--- src/rtl/bank_switch_pkg.sv ---
package bank_switch_pkg;
   localparam int NUM_BANKS   = 5;
   localparam int BIDX_W      = $clog2(NUM_BANKS);
   localparam int MODE_CODE_W = 5;

   localparam logic [MODE_CODE_W-1:0] MODE_USER = 5'h10;
   localparam logic [MODE_CODE_W-1:0] MODE_SUSR = 5'h1F;
   localparam logic [MODE_CODE_W-1:0] MODE_PRIV = 5'h13;
   localparam logic [MODE_CODE_W-1:0] MODE_TRAP = 5'h17;
   localparam logic [MODE_CODE_W-1:0] MODE_EXTN = 5'h1B;
   localparam logic [MODE_CODE_W-1:0] MODE_INTR = 5'h12;
endpackage

--- src/rtl/bank_mode_decode.sv ---
module bank_mode_decode
   import bank_switch_pkg::*;
#(
   parameter int MODE_W = 5
) (
   input  logic [MODE_W-1:0] mode_i,
   output logic              valid_o,
   output logic [BIDX_W-1:0] bank_o
);
   logic [MODE_CODE_W-1:0] low_code;
   logic                   upper_zero;
   logic                   low_hit;

   assign low_code = mode_i[MODE_CODE_W-1:0];

   generate
      if (MODE_W > MODE_CODE_W) begin : g_wide
         assign upper_zero = ~|mode_i[MODE_W-1:MODE_CODE_W];
      end else begin : g_exact
         assign upper_zero = 1'b1;
      end
   endgenerate

   always_comb begin
      low_hit = 1'b1;
      bank_o  = '0;
      case (low_code)
         MODE_USER, MODE_SUSR: bank_o = BIDX_W'(0);
         MODE_PRIV:            bank_o = BIDX_W'(1);
         MODE_TRAP:            bank_o = BIDX_W'(2);
         MODE_EXTN:            bank_o = BIDX_W'(3);
         MODE_INTR:            bank_o = BIDX_W'(4);
         default:              low_hit = 1'b0;
      endcase
   end

   assign valid_o = low_hit & upper_zero;
endmodule

--- src/rtl/bank_store.sv ---
module bank_store
   import bank_switch_pkg::*;
#(
   parameter int ENTRY_W = 96
) (
   input  logic               clk,
   input  logic               rst_n,
   input  logic               wr_en_i,
   input  logic [BIDX_W-1:0]  wr_idx_i,
   input  logic [ENTRY_W-1:0] wr_data_i,
   input  logic [BIDX_W-1:0]  rd_idx_i,
   output logic [ENTRY_W-1:0] rd_data_o
);
   logic [NUM_BANKS-1:0][ENTRY_W-1:0] slot_flat;

   generate
      for (genvar b = 0; b < NUM_BANKS; b++) begin : g_slot
         logic [ENTRY_W-1:0] slot_q;
         always_ff @(posedge clk) begin
            if (!rst_n) begin
               slot_q <= '0;
            end else if (wr_en_i && (wr_idx_i == BIDX_W'(b))) begin
               slot_q <= wr_data_i;
            end
         end
         assign slot_flat[b] = slot_q;
      end
   endgenerate

   always_comb begin
      rd_data_o = '0;
      for (int b = 0; b < NUM_BANKS; b++) begin
         if (rd_idx_i == BIDX_W'(b)) rd_data_o = slot_flat[b];
      end
   end
endmodule

--- src/rtl/bank_switch.sv ---
module bank_switch
   import bank_switch_pkg::*;
#(
   parameter int DATA_W = 32,
   parameter int MODE_W = 5
) (
   input  logic              clk,
   input  logic              rst_n,
   input  logic              req_i,
   input  logic [MODE_W-1:0] req_mode_i,
   input  logic [DATA_W-1:0] live_gpa_i,
   input  logic [DATA_W-1:0] live_gpb_i,
   input  logic [DATA_W-1:0] live_sts_i,
   output logic              done_o,
   output logic              err_o,
   output logic [MODE_W-1:0] cur_mode_o,
   output logic [DATA_W-1:0] rst_gpa_o,
   output logic [DATA_W-1:0] rst_gpb_o,
   output logic [DATA_W-1:0] rst_sts_o
);
   localparam int ENTRY_W = 3 * DATA_W;

   generate
      if (DATA_W < 1) begin : g_bad_data
         $error("bank_switch: DATA_W must be at least 1");
      end
      if (MODE_W < MODE_CODE_W) begin : g_bad_mode
         $error("bank_switch: MODE_W too narrow for the mode codes");
      end
   endgenerate

   logic [MODE_W-1:0]  cur_mode_q;
   logic               req_known, cur_known;
   logic [BIDX_W-1:0]  req_bank, cur_bank;
   logic               same_mode, shared_bank, wr_en;
   logic [ENTRY_W-1:0] live_entry, bank_rd, restore_val, out_q;
   logic               done_q, err_q;

   bank_mode_decode #(.MODE_W(MODE_W)) u_req_dec (
      .mode_i (req_mode_i),
      .valid_o(req_known),
      .bank_o (req_bank)
   );

   bank_mode_decode #(.MODE_W(MODE_W)) u_cur_dec (
      .mode_i (cur_mode_q),
      .valid_o(cur_known),
      .bank_o (cur_bank)
   );

   assign live_entry  = {live_gpa_i, live_gpb_i, live_sts_i};
   assign same_mode   = (req_mode_i == cur_mode_q);
   assign shared_bank = (req_bank == cur_bank);
   assign wr_en       = req_i & req_known & cur_known & ~same_mode;
   assign restore_val = shared_bank ? live_entry : bank_rd;

   bank_store #(.ENTRY_W(ENTRY_W)) u_store (
      .clk      (clk),
      .rst_n    (rst_n),
      .wr_en_i  (wr_en),
      .wr_idx_i (cur_bank),
      .wr_data_i(live_entry),
      .rd_idx_i (req_bank),
      .rd_data_o(bank_rd)
   );

   always_ff @(posedge clk) begin
      if (!rst_n) begin
         cur_mode_q <= MODE_W'(MODE_PRIV);
         out_q      <= '0;
         done_q     <= 1'b0;
         err_q      <= 1'b0;
      end else begin
         done_q <= 1'b0;
         err_q  <= 1'b0;
         if (req_i) begin
            if (!req_known) begin
               err_q <= 1'b1;
            end else begin
               done_q     <= 1'b1;
               cur_mode_q <= req_mode_i;
               out_q      <= restore_val;
            end
         end
      end
   end

   assign done_o     = done_q;
   assign err_o      = err_q;
   assign cur_mode_o = cur_mode_q;
   assign {rst_gpa_o, rst_gpb_o, rst_sts_o} = out_q;
endmodule

--- config.mk ---
export PLATFORM = sky130hd
export DESIGN_NAME = bank_switch
export DESIGN_NICKNAME = d
export VERILOG_FILES = /design/src/rtl/bank_switch_pkg.sv /design/src/rtl/bank_mode_decode.sv /design/src/rtl/bank_store.sv /design/src/rtl/bank_switch.sv
export SDC_FILE = /design/constraint.sdc
export NUM_CORES = 1
export LEC_CHECK = 0
export BUFFER_PORTS_ARGS = -buffer_cell sky130_fd_sc_hd__buf_2
export CAP_MARGIN = 15
export CORE_MARGIN = 2
export CORE_UTILIZATION = 61
export CTS_BUF_LIST = sky130_fd_sc_hd__clkbuf_4 sky130_fd_sc_hd__clkbuf_8 sky130_fd_sc_hd__clkbuf_16
export DETAILED_ROUTE_END_ITERATION = 6
export GPL_ROUTABILITY_DRIVEN = 0
export HOLD_SLACK_MARGIN = 0.06
export MAX_ROUTING_LAYER = met4
export PLACE_DENSITY = 0.81
export SLEW_MARGIN = 20
export SYNTH_ARGS = -nofsm -noshare
export SYNTH_HDL_FRONTEND = slang
export SYNTH_HIERARCHICAL = 1
export SYNTH_SLANG_ARGS = --single-unit
export TNS_END_PERCENT = 5
--- constraint.sdc ---
create_clock -name clk -period 6.62 [get_ports clk]
set_input_delay 0.331 -clock clk [delete_from_list [all_inputs] [get_ports clk]]
set_output_delay 0.331 -clock clk [all_outputs]
set_load 0.01 [all_outputs]
==> impl_metrics.py <==
metrics = {
    "placement": {
        "place_hpwl_um": 42610,
        "place.detailed.instances": 3790,
        "io_buffers": 206,
        "dp_worst_setup_slack_ns": 1.932,
    },
    "power": {
        "power_leakage_nw": 10.65,
        "ir_worst_vdd_mv": 0.2270,
        "cellPowerDensity_mw_per_mm2": 251.3,
        "power_switching_mw": 1.896,
        "p_sw_share_pct": 24.81,
        "proportion_of_power_drawn_by_the_clock_network_pct": 43.5,
        "internal_power_mw": 5.748,
        "power.share.combinational_pct": 9.4,
        "seq_power_share_pct": 47.0,
        "power.total_mw": 7.645,
    },
    "global_routing": {
        "grt_pass1_vias": 24600,
        "global_route_wire_length_before_repair_um": 129400,
        "grt_antenna_before_repair": 1,
        "grt_overflow_total": 0,
        "grt_max_degree": 310,
        "track_usage_pct": 36.76,
    },
    "synthesis": {
        "synth.net_count": 3390,
        "yosysSeqAreaShare_pct": 44.04,
        "number_of_enable_type_register_cells_in_the_synthesized_netlist": 0,
        "synth_seq_cells": 583,
        "synthAdderAreaFrac_pct": 0,
        "synthArstFlopShare_pct": 0,
        "synth-warning-count": 6,
        "synth_compound_gate_area_share_pct": 25.98,
        "post_synth_and_or_nand_nor_area_fraction_pct": 19.81,
        "ys.flop_type": "sky130_fd_sc_hd__dfxtp_1",
        "yosys.area_share.xor_xnor_pct": 0.5996,
        "synthMuxAreaShare_pct": 4.079,
        "mappedNetlistArea_mm2": 0.02650,
        "syn_inst": 3286,
        "yosysUniqueCellTypes": 38,
        "largest_family_of_logic_cells_by_synthesized_area": "compound AO/OA/AOI/OAI gates",
        "postSynthAreaPerCell_um2": 8.065,
    },
    "setup_path": {
        "critical_path_arrival_ns": 5.07,
        "slowest_stage_cell_cp": "sky130_fd_sc_hd__and4bb_4",
        "cp.buffers_inverters": 4,
        "critPathMostFrequentCell": "sky130_fd_sc_hd__nand2_1",
        "reg2reg_depth": 8,
        "reg2reg_end": "u_store/g_slot[4].slot_q[74]$_SDFFE_PN0P_",
        "critical_path_cell_by_cell": "dlygate4sd3_1, buf_2, inv_1, o41ai_1, and2_4, nand2_1, a31oi_2, and4bb_4, buf_4, nand2_1, a21boi_0",
        "startpoint": "req_mode_i[4]",
        "timing.critical_path.max_delay_family": "simple AND/OR/NAND/NOR gates",
        "worst-path-max-fanout": 64,
        "path_class": "input pin to register",
        "crit_path_end": "u_store/g_slot[4].slot_q[74]$_SDFFE_PN0P_",
        "reg2reg_setup_slack_ns": 3.08,
        "worst_setup_path_end_kind": "register",
        "cp_startpoint_kind": "input pin",
        "worstReg2RegStart": "cur_mode_o[4]$_SDFFE_PN1P_",
        "crit_path_max_incr_delay_ns": 1.11,
        "cp.depth": 11,
        "critical_path_required_ns": 7.14,
    },
    "cells_and_area": {
        "final.fill_count": 3287,
        "num-nets-final": 3474,
        "fraction_of_layout_instances_using_a_drive_strength_above_1_pct": 14.04,
        "commonest_cells_after_routing_fill_and_taps_aside": "sky130_fd_sc_hd__nand2_1 (1071), sky130_fd_sc_hd__dfxtp_1 (583), sky130_fd_sc_hd__a21boi_0 (417)",
        "area_growth_pct": 14.77,
        "finalNonFillerCells": 3998,
        "mostFrequentLayoutCell": "sky130_fd_sc_hd__nand2_1",
    },
    "sta": {
        "period_share_pct": 68.76,
        "finalSetupViolations": 0,
        "worstMarginPinSlew_ns": 1.293,
        "rsz0062_at_grt": "no",
        "finalWorstPathRequiredPeriod_ns": 4.552,
        "maxSlewHeadroom_pct": 13.80,
        "finalHoldWorstSlack_ns": 0.3126,
        "timing.clock.skew_ns": 0.01254,
        "final.setup.worst_slack_ns": 2.068,
        "timing_max_transition_violations_final": 0,
        "tns_ns": 0,
        "report.final.hold_viol_count": 0,
        "fmax_ghz": 0.2197,
    },
    "clocking": {
        "post_cts.repair.setup_buffers": 0,
        "cts-buffers-inserted": 59,
        "worstSkewPairLatency_ns": 0.62,
        "clock_tree.htree_level_count": 2,
        "clock_root_buffer": "sky130_fd_sc_hd__clkbuf_16",
        "worst_setup_hold_path_clk_slew_ns": 0.06,
        "cts_tree": "done",
        "clock_tree.buffer_depth": 3,
        "clock-sinks": 583,
        "post_cts_resize_count": 0,
        "ctsHoldBuffers": 102,
    },
    "floorplan": {
        "core_region_area_mm2": 0.04298,
        "design.portCount": 207,
        "placement_rows": 76,
        "dieArea_mm2": 0.04513,
        "die_y_um": 212.4,
        "dieWidth_um": 212.4,
        "initial_core_util_pct": 61.66,
    },
    "detailed_routing": {
        "finalWirelength_um": 82610,
        "routed_wire_length_per_instance_um": 20.66,
        "first_pass_iters": 6,
        "via_cell_ratio": 6.323,
        "drc_errors": 0,
        "detailedRoute.firstIterationViolations": 3039,
        "via_count": 25280,
        "ant_nets": 0,
    },
    "flow_run": {
        "cap_viol_max_count": 0,
    },
    "outcome": {
        "outcome": "finished clean",
    },
    "min_path": {
        "hp-class": "input pin to register",
    },
}
[logic make-up after synthesis]
| logic type | after synthesis |
|---|---|
| xor gates and xnor gates | 13 |
| AOI/OAI and AO/OA | 965 |
| and+or+nand+nor | 1296 |
| muxes | 96 |
| DFF | 583 |
| buffers and inverters | 333 |
[worst register-to-register path, stage by stage, from the launching register on]
cell	delay [ns]
sky130_fd_sc_hd__dfxtp_1	0.44
sky130_fd_sc_hd__inv_1	0.13
sky130_fd_sc_hd__o41ai_1	0.34
sky130_fd_sc_hd__nand2_1	0.11
sky130_fd_sc_hd__a31oi_2	0.57
sky130_fd_sc_hd__and4bb_4	1.11
sky130_fd_sc_hd__buf_4	0.41
sky130_fd_sc_hd__nand2_1	0.11
sky130_fd_sc_hd__a21boi_0	0.22
[final cells by class]
type	count	area [µm²]	share of cell area (%)
multi-input cells	2370	13560	44.58
flip-flops and latches	583	11670	38.37
repair buffers	354	2510	8.252
clock buffers	87	1799	5.915
well taps	585	732.0	2.406
clock inverters	16	133.9	0.4401
inverters	2	7.507	0.02468
diodes	1	2.502	0.008227
[worst min-delay path by stage]
stage | startpoint | depth (start not counted) | slack (ns) | endpoint
6_report | rst_n | 2 | 0.31 | u_store/g_slot[3].slot_q[90]$_SDFFE_PN0P_
4_1_cts | rst_n | 2 | 0.25 | cur_mode_o[0]$_SDFFE_PN1P_
3_5_place_dp | u_store/g_slot[0].slot_q[61]$_SDFFE_PN0P_ | 2 | 0.44 | u_store/g_slot[0].slot_q[61]$_SDFFE_PN0P_
2_1_floorplan | u_store/g_slot[0].slot_q[35]$_SDFFE_PN0P_ | 2 | 0.43 | u_store/g_slot[0].slot_q[35]$_SDFFE_PN0P_
3_3_place_gp | u_store/g_slot[0].slot_q[49]$_SDFFE_PN0P_ | 2 | 0.44 | u_store/g_slot[0].slot_q[49]$_SDFFE_PN0P_
5_1_grt | rst_n | 2 | 0.31 | cur_mode_o[0]$_SDFFE_PN1P_
[power groups by stage]
stage | registers (mW) | clock network, mW | logic (mW)
6_report | 3.60 | 3.33 | 0.721
5_1_grt | 3.60 | 3.50 | 0.760
4_1_cts | 3.59 | 3.34 | 0.692
3_5_place_dp | 3.67 | 0 | 0.642
3_3_place_gp | 3.67 | 0 | 0.627
2_1_floorplan | 3.68 | 0 | 0.378
[metrics by stage]
stage	instance area (µm²)	util [%]
final	30420	70.77
after global routing	30420	70.77
after detailed placement	27400	63.75
after CTS	30350	70.62
after floorplan	26500	-
after global placement	27400	63.74
[sequential cells by signal (all words and copies together) (netlist names)]
signal                 cells
u_store/g_slot.slot_q    480
out_q                     96
cur_mode_o                 5
done_o                     1
err_o                      1
[metal layers]
metal	wire (µm)	vias to the layer above	global-route usage [%]
met5	0	-	-
met3	7554	267	5.303
met2	39480	1435	61.67
met1	32310	11980	43.57
li1	-	11600	-
met4	3266	0	17.39
[cell usage after synthesis, drive strengths merged, types with 2 or more instances]
library cell,instances,area [µm²]
dfxtp,583,11670
o31ai,96,720.7
xnor2,7,83.83
nand4bb,3,33.78
nand2,1071,4020
nor2,101,379.1
a31oi,193,1207
nor3,5,35.03
and4bb,3,37.54
mux2,96,1081
a21boi,482,3618
nand3,5,25.02
o21ai,96,480.5
o41ai,2,17.52
buf,114,630.6
clkbuf,217,817.0
or3b,3,26.28
inv,2,7.510
nand4,96,600.6
xor2,6,75.08
a32oi,96,840.8
(Power assumes the default switching activity.)
